[config.mk]
export PLATFORM = sky130hd
export DESIGN_NAME = conv_scheduler
export DESIGN_NICKNAME = d
export VERILOG_FILES = /design/src/rtl/convsched_pkg.sv /design/src/rtl/convsched_ctrl.sv /design/src/rtl/convsched_dpath.sv /design/src/rtl/conv_scheduler.sv
export SDC_FILE = /design/constraint.sdc
export NUM_CORES = 1
export LEC_CHECK = 0
export BUFFER_PORTS_ARGS = -buffer_cell sky130_fd_sc_hd__buf_2
export CAP_MARGIN = 10
export CORE_MARGIN = 8
export CORE_UTILIZATION = 35
export DETAILED_ROUTE_END_ITERATION = 6
export HOLD_SLACK_MARGIN = 0.12
export PLACE_DENSITY_LB_ADDON = 0.12
export SYNTH_ARGS = -nofsm -noshare
export SYNTH_HDL_FRONTEND = slang
export SYNTH_SLANG_ARGS = --single-unit
export TNS_END_PERCENT = 5
[constraint.sdc]
create_clock -name clk -period 6.84 [get_ports clk]
set_input_delay 0.342 -clock clk [delete_from_list [all_inputs] [get_ports clk]]
set_output_delay 0.342 -clock clk [all_outputs]
set_load 0.01 [all_outputs]
[src/rtl/convsched_pkg.sv]
package convsched_pkg;

  typedef enum logic [1:0] {
    PH_ARM  = 2'd0,
    PH_CONV = 2'd1,
    PH_WAIT = 2'd2,
    PH_OFF  = 2'd3
  } phase_t;

  // Strobes from the control to the datapath
  typedef struct packed {
    logic       capture;
    logic [1:0] res;
  } dp_ctrl_t;

  function automatic int unsigned delayMult(input logic [1:0] code);
    case (code)
      2'd0:    return 1;
      2'd1:    return 2;
      2'd2:    return 4;
      default: return 32;
    endcase
  endfunction

endpackage

[src/rtl/convsched_ctrl.sv]
module convsched_ctrl
  import convsched_pkg::*;
#(
  parameter int unsigned CONV_BASE = 30,
  parameter int unsigned PER_BASE  = 31,
  parameter int unsigned CNT_W     = 13
) (
  input  logic       clk,
  input  logic       rstN,
  input  logic       tickIn,
  input  logic [1:0] resSel,
  input  logic [1:0] delSel,
  input  logic       sleepReq,
  input  logic       wakeReq,
  output logic       busy,
  output dp_ctrl_t   dpCtrl
);

  phase_t             phase;
  logic [CNT_W-1:0]   tickCnt;
  logic [CNT_W-1:0]   convLen;
  logic [CNT_W-1:0]   perLen;
  logic [1:0]         curRes;
  logic               sleepPend;

  logic [CNT_W-1:0]   nextCnt;
  logic [CNT_W-1:0]   newConvLen;
  logic [CNT_W-1:0]   newPerLen;
  logic               sleepNow;
  logic               endConv;
  logic               startNow;

  always_comb begin
    nextCnt    = tickCnt + 1'b1;
    newConvLen = CNT_W'(CONV_BASE) << resSel;
    newPerLen  = CNT_W'(PER_BASE * delayMult(delSel)) << resSel;
    sleepNow   = sleepReq && !wakeReq;
    endConv    = (phase == PH_CONV) && tickIn && (nextCnt == convLen);
    startNow   = tickIn && ((phase == PH_ARM) ||
                            ((phase == PH_WAIT) && (nextCnt == perLen)));
  end

  always_ff @(posedge clk) begin
    if (!rstN) begin
      phase     <= PH_ARM;
      tickCnt   <= '0;
      convLen   <= CNT_W'(CONV_BASE) << 2'd3;
      perLen    <= CNT_W'(PER_BASE) << 2'd3;
      curRes    <= 2'd3;
      sleepPend <= 1'b0;
    end else begin
      case (phase)
        PH_ARM, PH_WAIT: begin
          if (sleepNow) begin
            phase <= PH_OFF;
          end else if (startNow) begin
            phase   <= PH_CONV;
            tickCnt <= '0;
            convLen <= newConvLen;
            perLen  <= newPerLen;
            curRes  <= resSel;
          end else if (tickIn && (phase == PH_WAIT)) begin
            tickCnt <= nextCnt;
          end
        end
        PH_CONV: begin
          if (tickIn) tickCnt <= nextCnt;
          if (endConv) begin
            phase     <= (sleepPend || sleepNow) ? PH_OFF : PH_WAIT;
            sleepPend <= 1'b0;
          end else if (wakeReq) begin
            sleepPend <= 1'b0;
          end else if (sleepReq) begin
            sleepPend <= 1'b1;
          end
        end
        default: begin
          if (wakeReq) phase <= PH_ARM;
        end
      endcase
    end
  end

  assign busy           = (phase == PH_CONV);
  assign dpCtrl.capture = endConv;
  assign dpCtrl.res     = curRes;

  // the conversion window opens and closes only on a tick
  p_busy_on_tick_r1: assert property (@(posedge clk) disable iff (!rstN)
    (busy != $past(busy)) |-> $past(tickIn));

  // the elapsed count stays inside the latched period
  p_cnt_in_period_r2: assert property (@(posedge clk) disable iff (!rstN)
    (phase != PH_OFF) |-> (tickCnt < perLen));

  // every period is longer than its conversion
  p_conv_shorter_r2: assert property (@(posedge clk) disable iff (!rstN)
    convLen < perLen);

  // asleep means no conversion window in the next clock
  p_off_quiet_r7: assert property (@(posedge clk) disable iff (!rstN)
    (phase == PH_OFF) |=> !busy);

  // a pending sleep exists only while a conversion runs
  p_pend_in_conv_r7: assert property (@(posedge clk) disable iff (!rstN)
    sleepPend |-> (phase == PH_CONV));

endmodule

[src/rtl/convsched_dpath.sv]
module convsched_dpath
  import convsched_pkg::*;
#(
  parameter int unsigned TEMP_W = 13
) (
  input  logic              clk,
  input  logic              rstN,
  input  dp_ctrl_t          dpCtrl,
  input  logic [TEMP_W-1:0] sampleIn,
  output logic              convDone,
  output logic [TEMP_W-1:0] tempOut
);

  logic [TEMP_W-1:0] keepMask;

  always_comb begin
    keepMask = {TEMP_W{1'b1}} << (2'd3 - dpCtrl.res);
  end

  always_ff @(posedge clk) begin
    if (!rstN) begin
      tempOut  <= '0;
      convDone <= 1'b0;
    end else begin
      convDone <= dpCtrl.capture;
      if (dpCtrl.capture) tempOut <= sampleIn & keepMask;
    end
  end

  // the result moves only together with the strobe
  p_hold_r4: assert property (@(posedge clk) disable iff (!rstN)
    !convDone |-> $stable(tempOut));

  // the strobe never lasts two clocks
  p_done_single_r4: assert property (@(posedge clk) disable iff (!rstN)
    convDone |=> !convDone);

  // the unused low bits of a fresh result are clear
  p_mask_r3: assert property (@(posedge clk) disable iff (!rstN)
    convDone |->
      ((tempOut & ~({TEMP_W{1'b1}} << (2'd3 - $past(dpCtrl.res)))) == '0));

endmodule

[src/rtl/conv_scheduler.sv]
module conv_scheduler
  import convsched_pkg::*;
#(
  parameter int unsigned CONV_BASE = 30,
  parameter int unsigned PER_BASE  = 31,
  parameter int unsigned TEMP_W    = 13
) (
  input  logic              clk,
  input  logic              rstN,
  input  logic              tickIn,
  input  logic [1:0]        resSel,
  input  logic [1:0]        delSel,
  input  logic              sleepReq,
  input  logic              wakeReq,
  input  logic [TEMP_W-1:0] sampleIn,
  output logic              busy,
  output logic              convDone,
  output logic [TEMP_W-1:0] tempOut
);

  localparam int unsigned MAX_PER = PER_BASE * 32 * 8;
  localparam int unsigned CNT_W   = $clog2(MAX_PER + 1);

  dp_ctrl_t dpCtrl;

  convsched_ctrl #(
    .CONV_BASE(CONV_BASE),
    .PER_BASE (PER_BASE),
    .CNT_W    (CNT_W)
  ) uCtrl (
    .clk     (clk),
    .rstN    (rstN),
    .tickIn  (tickIn),
    .resSel  (resSel),
    .delSel  (delSel),
    .sleepReq(sleepReq),
    .wakeReq (wakeReq),
    .busy    (busy),
    .dpCtrl  (dpCtrl)
  );

  convsched_dpath #(
    .TEMP_W(TEMP_W)
  ) uDpath (
    .clk     (clk),
    .rstN    (rstN),
    .dpCtrl  (dpCtrl),
    .sampleIn(sampleIn),
    .convDone(convDone),
    .tempOut (tempOut)
  );

endmodule

=== After elaboration in Yosys (flattened, before gate mapping) ===
Cells that the tools add are included.

* Bits in registers: 58
* Input bits: 22
* Output and inout port bits: 15
* Word-level logic and storage cells: 61

* Add/subtract/negate cells: 2
* Multiply operators: 1
* Equality and inequality tests: 11
* Shift operators: 3
* Mux-type cells: 15
* Bitwise operators: 2
* Reduce and logical (&&, ||, !) cells: 19

{| class="wikitable"
|+ Operators with widths
! cell !! number
|-
| $mux W13 || 4
|-
| $eq A13 B13 Y1 || 2
|-
| $pmux W13 S2 || 1
|-
| $pmux W6 S3 || 1
|-
| $add A13 B1 Y13 const B || 1
|-
| $and A13 B13 Y13 || 1
|-
| $shl A13 B2 Y13 || 1
|-
| $shl A13 B2 Y13 const A || 1
|-
| $shl A5 B2 Y13 const A || 1
|-
| $mul A5 B6 Y11 const A || 1
|-
| $mux W2 || 4
|-
| $logic_and A1 B1 Y1 || 6
|-
| $ne A3 B1 Y1 const B || 2
|-
| $reduce_and A3 Y1 || 2
|-
| $reduce_bool A3 Y1 || 2
|-
| $eq A2 B1 Y1 const B || 2
|-
| $eq A2 B2 Y1 const B || 2
|-
| $logic_not A2 Y1 || 2
|-
| $mux W1 || 4
|-
| $ne A2 B2 Y1 const B || 2
|-
| $pmux W2 S2 || 1
|-
| $reduce_and A4 Y1 || 1
|-
| $logic_or A1 B1 Y1 || 2
|-
| $ne A2 B1 Y1 const B || 1
|-
| 6 further kinds || 6
|}

=== Depth between registers and ports, before layout ===
Gate-level depths: netlist of run 1.

* Depth in word-level cells: 8
* Depth in mapped cells: 13
* Depth with buffers taken out: 13

=== Modules after synthesis ===
A second synthesis of run 1 with hierarchy kept.

* Cell total of the unflattened synthesis: 393
* Area total of the unflattened synthesis: 3,320.7 um2

{| class="wikitable"
|+ Modules (own cells, without submodules)
! module !! instances !! cells an instance !! area an instance (um2) !! sequential area each (um2)
|-
| convsched_ctrl || 1 || 346 || 2,781.4 || 720.7
|-
| convsched_dpath || 1 || 47 || 539.3 || 280.3
|}

=== Worst setup path before layout of run 1 ===
OpenSTA, ideal clock, no wires.

* Path type: in2reg
* Start point: in delSel[0]
* End point: reg uCtrl.perLen[8]
* Library setup time: 128 ps
* Arrival time: 2,422 ps
* Required time: 6,712 ps
* Setup slack: 4,290 ps
* Cell stages on the path: 12
* Buffers on the path: 0
* Cells stage by stage: inv_1 -> ha_1 -> ha_1 -> a21oi_1 -> nor2b_1 -> ha_1 -> ha_1 -> xnor2_1 -> mux2i_1 -> mux2_2 -> o2111ai_1 -> o31ai_1

* Cells in the longest elaborated chain, start to end: 4
* Elaborated cells on any way between the ends: 6
* Those cells by class: 1 x mul; 2 x eq/ne; 1 x shift; 1 x mux; 1 x reduce/logical

{| class="wikitable"
|+ Ends and longest elaborated chain
! element !! RTL line !! text
|-
| start, declared || conv_scheduler.sv:12 || <nowiki>input logic [1:0] delSel,</nowiki>
|-
| $eq A2 B2 Y1, or another cell as far along || convsched_pkg.sv:17 || <nowiki>case (code)</nowiki>
|-
| $pmux W6 S3 (*) || convsched_pkg.sv:17 ||
|-
| $mul A5 B6 Y11 (*) || convsched_ctrl.sv:36 || <nowiki>newPerLen = CNT_W'(PER_BASE * delayMult(delSel)) << resSel;</nowiki>
|-
| $shl A13 B2 Y13 (*) || convsched_ctrl.sv:36 ||
|-
| end signal, assigned || convsched_ctrl.sv:48 || <nowiki>perLen <= CNT_W'(PER_BASE) << 2'd3;</nowiki>
|-
| end signal, assigned || convsched_ctrl.sv:60 || <nowiki>perLen <= newPerLen;</nowiki>
|-
| end, declared || convsched_ctrl.sv:22 || <nowiki>logic [CNT_W-1:0] perLen;</nowiki>
|}

Every way passes the cells marked *; elsewhere a longest branch is shown, timed or not.
A chain may end at the register's enable or synchronous reset.

=== Worst setup path in the final report of run 1 ===
* Start point: reg uCtrl.tickCnt[0]
* End point: reg uCtrl.convLen[7]

* Cells in the longest elaborated chain, start to end: 6

{| class="wikitable"
|+ Ends and longest elaborated chain
! element !! RTL line !! text
|-
| start, declared || convsched_ctrl.sv:20 || <nowiki>logic [CNT_W-1:0] tickCnt;</nowiki>
|-
| start signal, assigned || convsched_ctrl.sv:63 || <nowiki>tickCnt <= nextCnt;</nowiki>
|-
| start signal, assigned || convsched_ctrl.sv:67 || <nowiki>if (tickIn) tickCnt <= nextCnt;</nowiki>
|-
| $add A13 B1 Y13 || convsched_ctrl.sv:34 || <nowiki>nextCnt = tickCnt + 1'b1;</nowiki>
|-
| $eq A13 B13 Y1 || convsched_ctrl.sv:40 || <nowiki>((phase == PH_WAIT) && (nextCnt == perLen)));</nowiki>
|-
| $logic_and A1 B1 Y1 || convsched_ctrl.sv:40 ||
|-
| $logic_or A1 B1 Y1 || convsched_ctrl.sv:39 || <nowiki>startNow = tickIn && ((phase == PH_ARM) ||</nowiki>
|-
| $logic_and A1 B1 Y1 || convsched_ctrl.sv:39 ||
|-
| $reduce_and A3 Y1 (no line) || - ||
|-
| end signal, assigned || convsched_ctrl.sv:47 || <nowiki>convLen <= CNT_W'(CONV_BASE) << 2'd3;</nowiki>
|-
| end signal, assigned || convsched_ctrl.sv:59 || <nowiki>convLen <= newConvLen;</nowiki>
|-
| end, declared || convsched_ctrl.sv:21 || <nowiki>logic [CNT_W-1:0] convLen;</nowiki>
|}

No other way between the ends.

==> summary.txt, run 1 <==
Outcome
  – Status: completed

Clock network
  – CTS H-Tree Depth: 2
  – CTS tree: yes
  – CTS resizes: 0
  – Worst-path clk slew: 0.11 ns
  – CTS Sinks: 50
  – Number of CTS-inserted buffers: 5
  – Worst-Skew Late Latency: 0.32 ns
  – Deepest clock path buffer count: 2
  – Root Driver: clkbuf_8
  – Hold_buf cts: 0
  – Post-CTS Setup Repair Bufs: 0

Global routing
  – First-pass GRT wire length: 14.5 mm
  – Met1 Usage GRT: 0.185
  – Vias in the first global route: 2782
  – GRT Max-Usage Layer: met2
  – Met2 Usage GRT: 0.221
  – Largest net degree at the start of global routing: 32
  – Initial antenna violation count: 0
  – GR Util met3: 0.0289
  – GRT Resource Usage Total: 0.139
  – Global route overflow: 0

Placement
  – Buffers added on ports: 36
  – Hpwl dp: 6.65 mm
  – GP Congestion: 0.870

Worst setup path
  – CP Launch Type: flip-flop
  – CP startpoint: uCtrl.tickCnt[0]$_SDFFE_PN0P_
  – Setup CP Type: reg -> reg
  – RR Startpoint: uCtrl.tickCnt[0]$_SDFFE_PN0P_
  – CP max FO: 16
  – Crit end category: flip-flop
  – Critical path required time: 7.01 ns
  – Slack of the worst reg-to-reg path: 3.82 ns
  – Critical Path AT: 3.19 ns

Synthesis
  – Cells after Synth: 406
  – Synth Cell Area: 3450 µm²
  – Synthesized net count: 439
  – Synth top area cells: dfxtp_1 (29%), mux2i_1 (7.0%), xnor2_1 (4.1%)
  – Yosys warnings: 0
  – Area share of the largest cell type after synthesis: 0.290
  – Ys async rst share: 0
  – Syn_area_per_cell: 8.50 µm²
  – Sequential share of the synthesized area: 0.290
  – Flops & latches, synth: 50
  – Synth unique cells: 70
  – Area leader, netlist: dfxtp_1
  – Post-synth EDFFs: 0
  – Predominant post-synthesis flop cell: dfxtp_1

STA
  – Min cycle time layout: 3.02 ns
  – Period utilization: 0.442
  – Final setup viols: 0
  – Final-report max-slew violation count: 0
  – Hold WS: 0.245 ns
  – Fmax: 331 MHz
  – Measured slew at the worst slew-check pin: 0.671 ns
  – Slew headroom: 0.553
  – TNS Setup: 0 ns
  – Unrepaired setup endpoints after global routing: false
  – Final hold violation count: 0
  – Clock Skew: 0.0113 ns

Floorplan
  – Die width: 115 µm
  – Die area: 13300 µm²
  – Core region area: 9680 µm²
  – Std cell rows: 36
  – Initial Utilization: 0.356
  – I/O pins: 37
  – Die Ht: 115 µm

Run
  – Number of max-cap violations: 0

Drt
  – Routed len/inst: 16.2 µm
  – DRT Wirelength: 8.98 mm
  – Remaining antenna violation count: 0
  – DRC: 0
  – Drt pass-1 iters: 4
  – Starting DRT DRC Count: 163
  – Via/cell ratio: 5.38
  – Via count: 2984

Finish
  – Filler Cell Count: 1024
  – Antenna Cells: 0
  – Final Net Count: 454
  – Share of cells above drive strength 1: 0.187
  – Synth-to-Final Area Change: 8.85%

Min path
  – Min-delay src: sampleIn[4]
  – HP Class: in -> reg

Power and ir drop
  – Static Leakage: 0.00155 µW
  – Pwr/cell area: 161 nW/µm²
  – Worst vdd ir: 0.0789 mV
  – Overall power: 604 µW
-- layout make-up --
| type | instances | area [µm²] | share of cell area |
|---|---|---|---|
| clock buffers | 5 | 68.8 | 0.0183 |
| clock inverters | 3 | 26.3 | 0.00700 |
| inverters | 15 | 56.3 | 0.0150 |
| multi-input cells | 309 | 2230 | 0.593 |
| flip-flops and latches | 50 | 1000 | 0.266 |
| well taps | 133 | 166 | 0.0443 |
| repair buffers | 40 | 210 | 0.0560 |
-- worst max-delay path, stage by stage, from the launching register on --
cell and delay, ns:
dfxtp_1 0.48, ha_1 0.34, nand3_2 0.26, o311ai_4 0.35, o221ai_2 0.15, nor4_4 0.36, nand4_4 0.23, a21boi_4 0.54
o221ai_1 0.17
-- layer usage --
metal | wire length (µm) | part of all wire
met2 | 4130 | 0.46
met3 | 383 | 0.043
met5 | 0 | 0
met4 | 121 | 0.013
met1 | 4350 | 0.48
-- cells in the mapped netlist (5+ instances only) --
cell / n
and3_1: 8
nor4_1: 5
dfxtp_1: 50
inv_1: 15
nor2b_1: 5
o21ai_0: 10
mux2i_1: 24
nand3_1: 14
xnor2_1: 16
nor3_1: 10
xor2_1: 9
clkbuf_1: 17
buf_2: 8
a31oi_1: 5
ha_1: 11
nor2_1: 34
nor3b_1: 5
nand2b_1: 6
nand4_1: 8
a21oi_1: 20
nand2_1: 35
o211ai_1: 8
-- cell usage in the layout (no fill, tap or decap), drive strengths merged, types with 6 or more instances in the layout --
master,count
ha,11
nand2,36
buf,40
dfxtp,50
xnor2,16
nor3,10
nor3b,6
nand3,15
o211ai,10
o21ai,15
inv,17
xor2,9
mux2i,24
nand2b,6
nand4,9
nor4,7
a21oi,20
nor2,35
and3,9
-- power by group --
part	total, µW	internal (µW)	switching (µW)
Combinational	103	41.8	60.8
Clock	192	75.7	116
Sequential	310	299	10.2
Total	604	417	187
-- per-stage QoR --
stage | setup slack (ns) | instances | util | area [µm²]
finish | 3.82 | 555 | 0.388 | 3760
floorplan | 4.29 | 406 | - | 3450
detailed placement | 3.79 | 547 | 0.378 | 3660
global route | 3.52 | 555 | 0.388 | 3760
global placement | 3.90 | 547 | 0.378 | 3660
CTS | 3.79 | 555 | 0.388 | 3760
-- flip-flops by register name, indices dropped and copies added, names as in the netlist --
signal           flops
uCtrl.sleepPend      1
uCtrl.curRes         1
uDpath.tempOut      13
uCtrl.perLen        13
uCtrl.tickCnt       13
uDpath.convDone      1
uCtrl.phase          2
uCtrl.convLen        6
-- worst paths after layout --
path                                    endpoint  cells past startpoint
hold reg to reg     uCtrl.perLen[1]$_SDFFE_PN0P_                      2
setup / recovery   uCtrl.convLen[7]$_SDFFE_PN1P_                      8
setup reg to reg   uCtrl.convLen[7]$_SDFFE_PN1P_                      8
hold / removal    uDpath.tempOut[4]$_SDFFE_PN0P_                      3
-- kinds of logic (layout without fill, tap and decap cells) --
group,after synthesis,count (layout),synth area share
buf+inv,47,63,0.0660
xor+xnor,26,26,0.0700
simple gates,155,155,0.247
mux,28,28,0.0827
fa+ha+maj,11,11,0.0399
compound gates,89,89,0.205
flops,50,50,0.290
Note: power is estimated with default switching activity, not from simulation.
==> run 2, diff against run 1 <==
Clock period 6.84 ns to 2.5 ns, I/O delays scaled along.
==> summary.txt, run 2 (same netlist as run 1, synthesis figures left out) <==
Worst setup path
  – CP Buf/Inv Count: 4
  – Critical Path AT: 2.62 ns
  – Slack of the worst reg-to-reg path: 0.06 ns
  – Crit path largest cell delay: 0.36 ns
  – CP Launch Type: flip-flop
  – Largest delay share family, worst path: simple AND/OR/NAND/NOR gates
  – Crit end category: flip-flop
  – Crit-path cells: ha_4 -> buf_6 -> and3_4 -> buf_6 -> and3_4 -> nor3b_2 -> nor4_4 -> buf_4 -> nand4_4 -> a21boi_4 -> buf_12 -> o221ai_1
  – CP max FO: 6
  – R2R Path End: uCtrl.convLen[7]$_SDFFE_PN1P_
  – RR Startpoint: uCtrl.tickCnt[1]$_SDFFE_PN0P_
  – Critical path required time: 2.68 ns
  – Setup CP Type: reg -> reg
  – Worst r2r path cells: 12
  – CP max stage cell: dfxtp_2

STA
  – Final-report max-slew violation count: 0
  – Period utilization: 0.976
  – Hold WS: 0.131 ns
  – Slew headroom: 0.484
  – Min cycle time layout: 2.44 ns
  – Measured slew at the worst slew-check pin: 0.770 ns
  – Fmax: 410 MHz
  – Final setup viols: 0
  – Setup ws final: 0.0596 ns
  – Clock Skew: 0.0102 ns
  – Final hold violation count: 0
  – Unrepaired setup endpoints after global routing: true

Floorplan
  – Std cell rows: 36
  – Die Ht: 115 µm
  – Die width: 115 µm
  – Initial Utilization: 0.356
  – Die area: 13300 µm²
  – Core region area: 9680 µm²
  – I/O pins: 37

Clock network
  – Deepest clock path buffer count: 2
  – Worst-Skew Late Latency: 0.31 ns
  – CTS H-Tree Depth: 2
  – Root Driver: clkbuf_8
  – CTS tree: yes
  – CTS Sinks: 50
  – Worst-path clk slew: 0.10 ns
  – Number of CTS-inserted buffers: 5

Drt
  – Routed len/inst: 16.2 µm
  – Wire length on met2: 4.82 mm
  – Met1 Routed Length: 4.70 mm
  – Via count: 3187
  – Starting DRT DRC Count: 115
  – Routed met3 length: 416 µm
  – Drt pass-1 iters: 4
  – Remaining antenna violation count: 0
  – Uppermost layer routed: met4
  – DRT Wirelength: 10.0 mm
  – DRC: 0
  – Via/cell ratio: 5.16

Global routing
  – First-pass GRT wire length: 16.3 mm
  – Global route overflow: 0
  – Largest net degree at the start of global routing: 27
  – Initial antenna violation count: 0
  – GRT Resource Usage Total: 0.156
  – Vias in the first global route: 3154

Placement
  – Post-Place Cells: 591
  – Buffers added on ports: 36
  – Worst slack, placed: -0.0699 ns
  – Hpwl dp: 7.61 mm
  – GP Congestion: 0.889

Finish
  – Antenna Cells: 0
  – Largest regs: uCtrl.perLen (13), uCtrl.tickCnt (13), uDpath.tempOut (13)
  – Area of the multi-input gates: 2330 µm²
  – Final Net Count: 517
  – Most common cell after layout, fill and taps aside: buf_4
  – Leading cell types in the layout, fill and taps excluded: buf_4 (48), dfxtp_1 (46), buf_2 (37)
  – Register Area: 1010 µm²
  – Non-filler cells, final: 618
  – Share of cells above drive strength 1: 0.303
  – Filler Cell Count: 974
  – Post-layout util: 0.460
  – Synth-to-Final Area Change: 29.2%

Min path
  – Min-delay src: sleepReq
  – HP Class: in -> reg
  – Hold depth: 3
  – Worst Hold End: uCtrl.phase[1]$_SDFFE_PN0P_

Power and ir drop
  – Worst vdd ir: 0.206 mV
  – Overall power: 1810 µW
  – Pwr/cell area: 407 nW/µm²
  – Static Leakage: 0.00190 µW

Outcome
  – Status: completed

Run
  – Number of max-cap violations: 0
run 2: how the worst max path moves through the flow:
stage	start	to	slack, ns	cells after the start
floorplan	uCtrl.tickCnt[0]$_SDFFE_PN0P_	uCtrl.curRes[0]$_SDFFE_PN1P_	0.02	10
global placement	delSel[0]	uCtrl.perLen[8]$_SDFFE_PN0P_	-0.05	13
detailed placement	delSel[0]	uCtrl.perLen[8]$_SDFFE_PN0P_	-0.07	13
CTS	uCtrl.tickCnt[0]$_SDFFE_PN0P_	uCtrl.phase[0]$_SDFFE_PN0P_	0.004	8
global route	uCtrl.tickCnt[0]$_SDFFE_PN0P_	uCtrl.perLen[4]$_SDFFE_PN1P_	-0.05	12
finish	uCtrl.tickCnt[1]$_SDFFE_PN0P_	uCtrl.convLen[7]$_SDFFE_PN1P_	0.06	12
run 2: layout make-up:
type	instances	area share
multi-input cells	309	0.522
flip-flops and latches	50	0.226
repair buffers	103	0.176
well taps	133	0.0373
clock buffers	5	0.0154
inverters	15	0.0126
clock inverters	3	0.0109
run 2: timing repair:
action                                  in CTS  in global routing
endpoints found under the setup margin      35                 47
gates resized for setup                      5                 19
cloned                                       0                  2
setup buffers                                2                  5
pin swaps                                    3                  5
hold buffers                                10                  0
endpoints found under the hold margin       10                  0
run 2: worst reg2reg max path, stage by stage, from the launching register on:
cell and delay [ns]:
dfxtp_2 0.36, ha_4 0.15, buf_6 0.11, and3_4 0.20
buf_6 0.13, and3_4 0.20, nor3b_2 0.06, nor4_4 0.31
buf_4 0.17, nand4_4 0.09, a21boi_4 0.26, buf_12 0.16
o221ai_1 0.11
run 2: per-layer routing:
layer / global-route usage / vias up
li1: - / 1627
met3: 0.0278 / 8
met2: 0.261 / 59
met5: 0 / -
met1: 0.203 / 1493
met4: 0.0359 / 0
run 2: per-stage QoR:
| step | cell area (µm²) | TNS [ns] |
|---|---|---|
| final | 4460 | 0 |
| after global routing | 4460 | -0.199 |
| after CTS | 4310 | 0 |
| after detailed placement | 4040 | -1.16 |
| after global placement | 4040 | -0.604 |
| after floorplan | 3450 | 0 |
run 2: where the power goes:
group / internal (µW) / switching (µW) / total [µW]
Clock: 306 / 314 / 620
Combinational: 164 / 186 / 350
Sequential: 820 / 24.9 / 844
==> run 3, diff against run 2 <==
Settings changed: PLACE_DENSITY_LB_ADDON 0.12 to unset, SYNTH_HIERARCHICAL set to 1.
==> summary.txt, run 3 <==
Floorplan
  – Die Ht: 113 µm
  – Die width: 113 µm
  – Std cell rows: 35
  – Initial Utilization: 0.359
  – I/O pins: 37
  – Core region area: 9240 µm²
  – Die area: 12900 µm²

STA
  – Period utilization: 1.04
  – Final setup viols: 31
  – Setup ws final: -0.105 ns
  – Final hold violation count: 0
  – Measured slew at the worst slew-check pin: 0.520 ns
  – Hold WS: 0.158 ns
  – Clock Skew: 0.00929 ns
  – Unrepaired setup endpoints after global routing: true
  – Final-report max-slew violation count: 0
  – Min cycle time layout: 2.60 ns
  – Slew headroom: 0.653
  – TNS Setup: -1.24 ns
  – Fmax: 384 MHz

Synthesis
  – Cells after Synth: 393
  – Synth Cell Area: 3320 µm²
  – Post-synthesis compound-gate area fraction: 0.227
  – Synthesized net count: 426
  – Synth top area cells: dfxtp_1 (30%), mux2i_1 (4.2%), ha_1 (4.1%)
  – Main combinational cell family by area after synthesis: simple AND/OR/NAND/NOR gates
  – Yosys warnings: 6
  – Most numerous cell in the Yosys netlist: dfxtp_1
  – Synth top cells by count: dfxtp_1 (50), nand3_1 (24), o21ai_0 (23)
  – Synth unique cells: 67
  – Simple-gate portion of the synthesized area: 0.245
  – Predominant post-synthesis flop cell: dfxtp_1
  – Synth Area in Adders: 0.0414
  – Ys async rst share: 0
  – Post-synthesis mux area share: 0.0524
  – Syn_area_per_cell: 8.45 µm²
  – Area leader, netlist: dfxtp_1
  – Sequential share of the synthesized area: 0.301
  – Post-synth EDFFs: 0
  – Area share of the largest cell type after synthesis: 0.301
  – Xor/xnor share of the synthesized area: 0.0595
  – Flops & latches, synth: 50

Clock network
  – Deepest clock path buffer count: 2
  – Number of CTS-inserted buffers: 5
  – CTS H-Tree Depth: 2
  – Worst-Skew Late Latency: 0.31 ns
  – Root Driver: clkbuf_8
  – Worst-path clk slew: 0.11 ns
  – CTS tree: yes
  – CTS Sinks: 50

Finish
  – Post-layout util: 0.485
  – Largest regs: uCtrl/perLen (13), uCtrl/tickCnt (13), uDpath/tempOut (13)
  – Antenna Cells: 0
  – Leading cell types in the layout, fill and taps excluded: buf_4 (71), dfxtp_1 (38), buf_2 (36)
  – Finished Cell Area: 4480 µm²
  – Synth-to-Final Area Change: 35.0%
  – Share of cells above drive strength 1: 0.358
  – Most common cell after layout, fill and taps aside: buf_4
  – Final Net Count: 523

Outcome
  – Failing checks: setup timing
  – Status: complete, but fails checks

Min path
  – HP Class: in -> reg

Power and ir drop
  – Sequential share of power: 0.489
  – Internal power: 1200 µW
  – Clk pwr share: 0.306
  – Sw Pwr: 547 µW
  – Static Leakage: 0.00183 µW
  – Switching Fraction: 0.314
  – Overall power: 1740 µW
  – Worst vdd ir: 0.229 mV
  – Comb pwr share: 0.205
  – Pwr/cell area: 389 nW/µm²

Drt
  – Via count: 3292
  – Routed len/inst: 16.6 µm
  – DRC: 0
  – Remaining antenna violation count: 0
  – DRT Wirelength: 10.3 mm
  – Starting DRT DRC Count: 188
  – Drt pass-1 iters: 4
  – Via/cell ratio: 5.31

Placement
  – Buffers added on ports: 36
  – GP Congestion: 0.860
  – Placed inst area: 4030 µm²
  – Hpwl dp: 7.59 mm

Global routing
  – Global route overflow: 0
  – Largest net degree at the start of global routing: 33
  – First-pass GRT wire length: 16.4 mm
  – GRT Resource Usage Total: 0.156
  – Initial antenna violation count: 0
  – Vias in the first global route: 3162

Worst setup path
  – CP Launch Type: flip-flop
  – Setup CP Type: reg -> reg
  – Critical path required time: 2.76 ns
  – CP max FO: 5
  – Crit end category: flip-flop
  – Critical Path AT: 2.86 ns

Run
  – Number of max-cap violations: 0
==> run 3: cell count changes after synthesis, moves of 5 or more <==
| cell | change |
|---|---|
| nor2_1 | -13 |
| xnor2_1 | -7 |
| nand3_1 | +10 |
| a31o_2 | +5 |
| mux2i_1 | -10 |
| nand2_1 | -13 |
| o211ai_1 | -5 |
| o21ai_0 | +13 |
| nor2b_1 | +16 |
==> run 3: critical path, cell delays in order, from the launching register on <==
cell	delay, ns
dfxtp_4	0.39
ha_4	0.18
nor2b_4	0.13
nor3_4	0.24
o311ai_2	0.14
a211o_1	0.38
o41a_1	0.50
or4_4	0.45
a21oi_2	0.14
==> run 3: per-stage QoR <==
stage / cells / setup slack, ns
after floorplan: 393 / -0.182
after global placement: 593 / -0.287
after detailed placement: 593 / -0.246
after CTS: 616 / -0.0820
after global routing: 620 / -0.174
final: 620 / -0.105
==> run 3: metal layers <==
metal,GRT usage,part of all wire,up-vias
met5,0,0,-
met4,0.0497,0.0092,0
met3,0.0122,0.025,7
met2,0.255,0.49,69
met1,0.212,0.47,1598
li1,-,-,1618
==> run 3: logic make-up (layout without fill, tap and decap cells) <==
group / Yosys count / in the layout
buf+inv: 47 / 145
simple gates: 144 / 144
xor+xnor: 21 / 21
mux: 17 / 17
flops: 50 / 50
compound gates: 103 / 103
fa+ha+maj: 11 / 11
==> run 3: layout make-up <==
type,instances,area [µm²]
repair buffers,124,905
clock buffers,5,68.8
inverters,13,48.8
clock inverters,3,26.3
flip-flops and latches,50,1030
fillers,899,4760
well taps,129,161
multi-input cells,296,2240
==> run 3: worst paths after layout <==
kind                                  startpoint                        endpoint  slack [ns]  cells past startpoint
setup / recovery   uCtrl/tickCnt[0]$_SDFFE_PN0P_   uCtrl/perLen[11]$_SDFFE_PN0P_       -0.10                      8
setup reg to reg   uCtrl/tickCnt[0]$_SDFFE_PN0P_   uCtrl/perLen[11]$_SDFFE_PN0P_       -0.10                      8
hold / removal                          sleepReq    uCtrl/sleepPend$_SDFFE_PN0P_        0.16                      3
hold reg to reg   uDpath/tempOut[2]$_SDFFE_PN0P_  uDpath/tempOut[2]$_SDFFE_PN0P_        0.48                      2
==> run 3: what timing repair did <==
action,CTS,global route
buffers inserted,1,3
hold endpoints to repair,14,0
resized for setup,20,37
gates cloned,0,1
pin swaps,5,21
hold buffers,14,0
endpoints found under the setup margin,49,49
==> run 3: power by group through the flow <==
stage          clock network, µW  logic (µW)  registers [µW]
2_1_floorplan                  0         202             863
3_3_place_gp                   0         305             871
3_5_place_dp                   0         312             872
4_1_cts                      545         335             852
5_1_grt                      570         394             856
6_report                     533         358             853
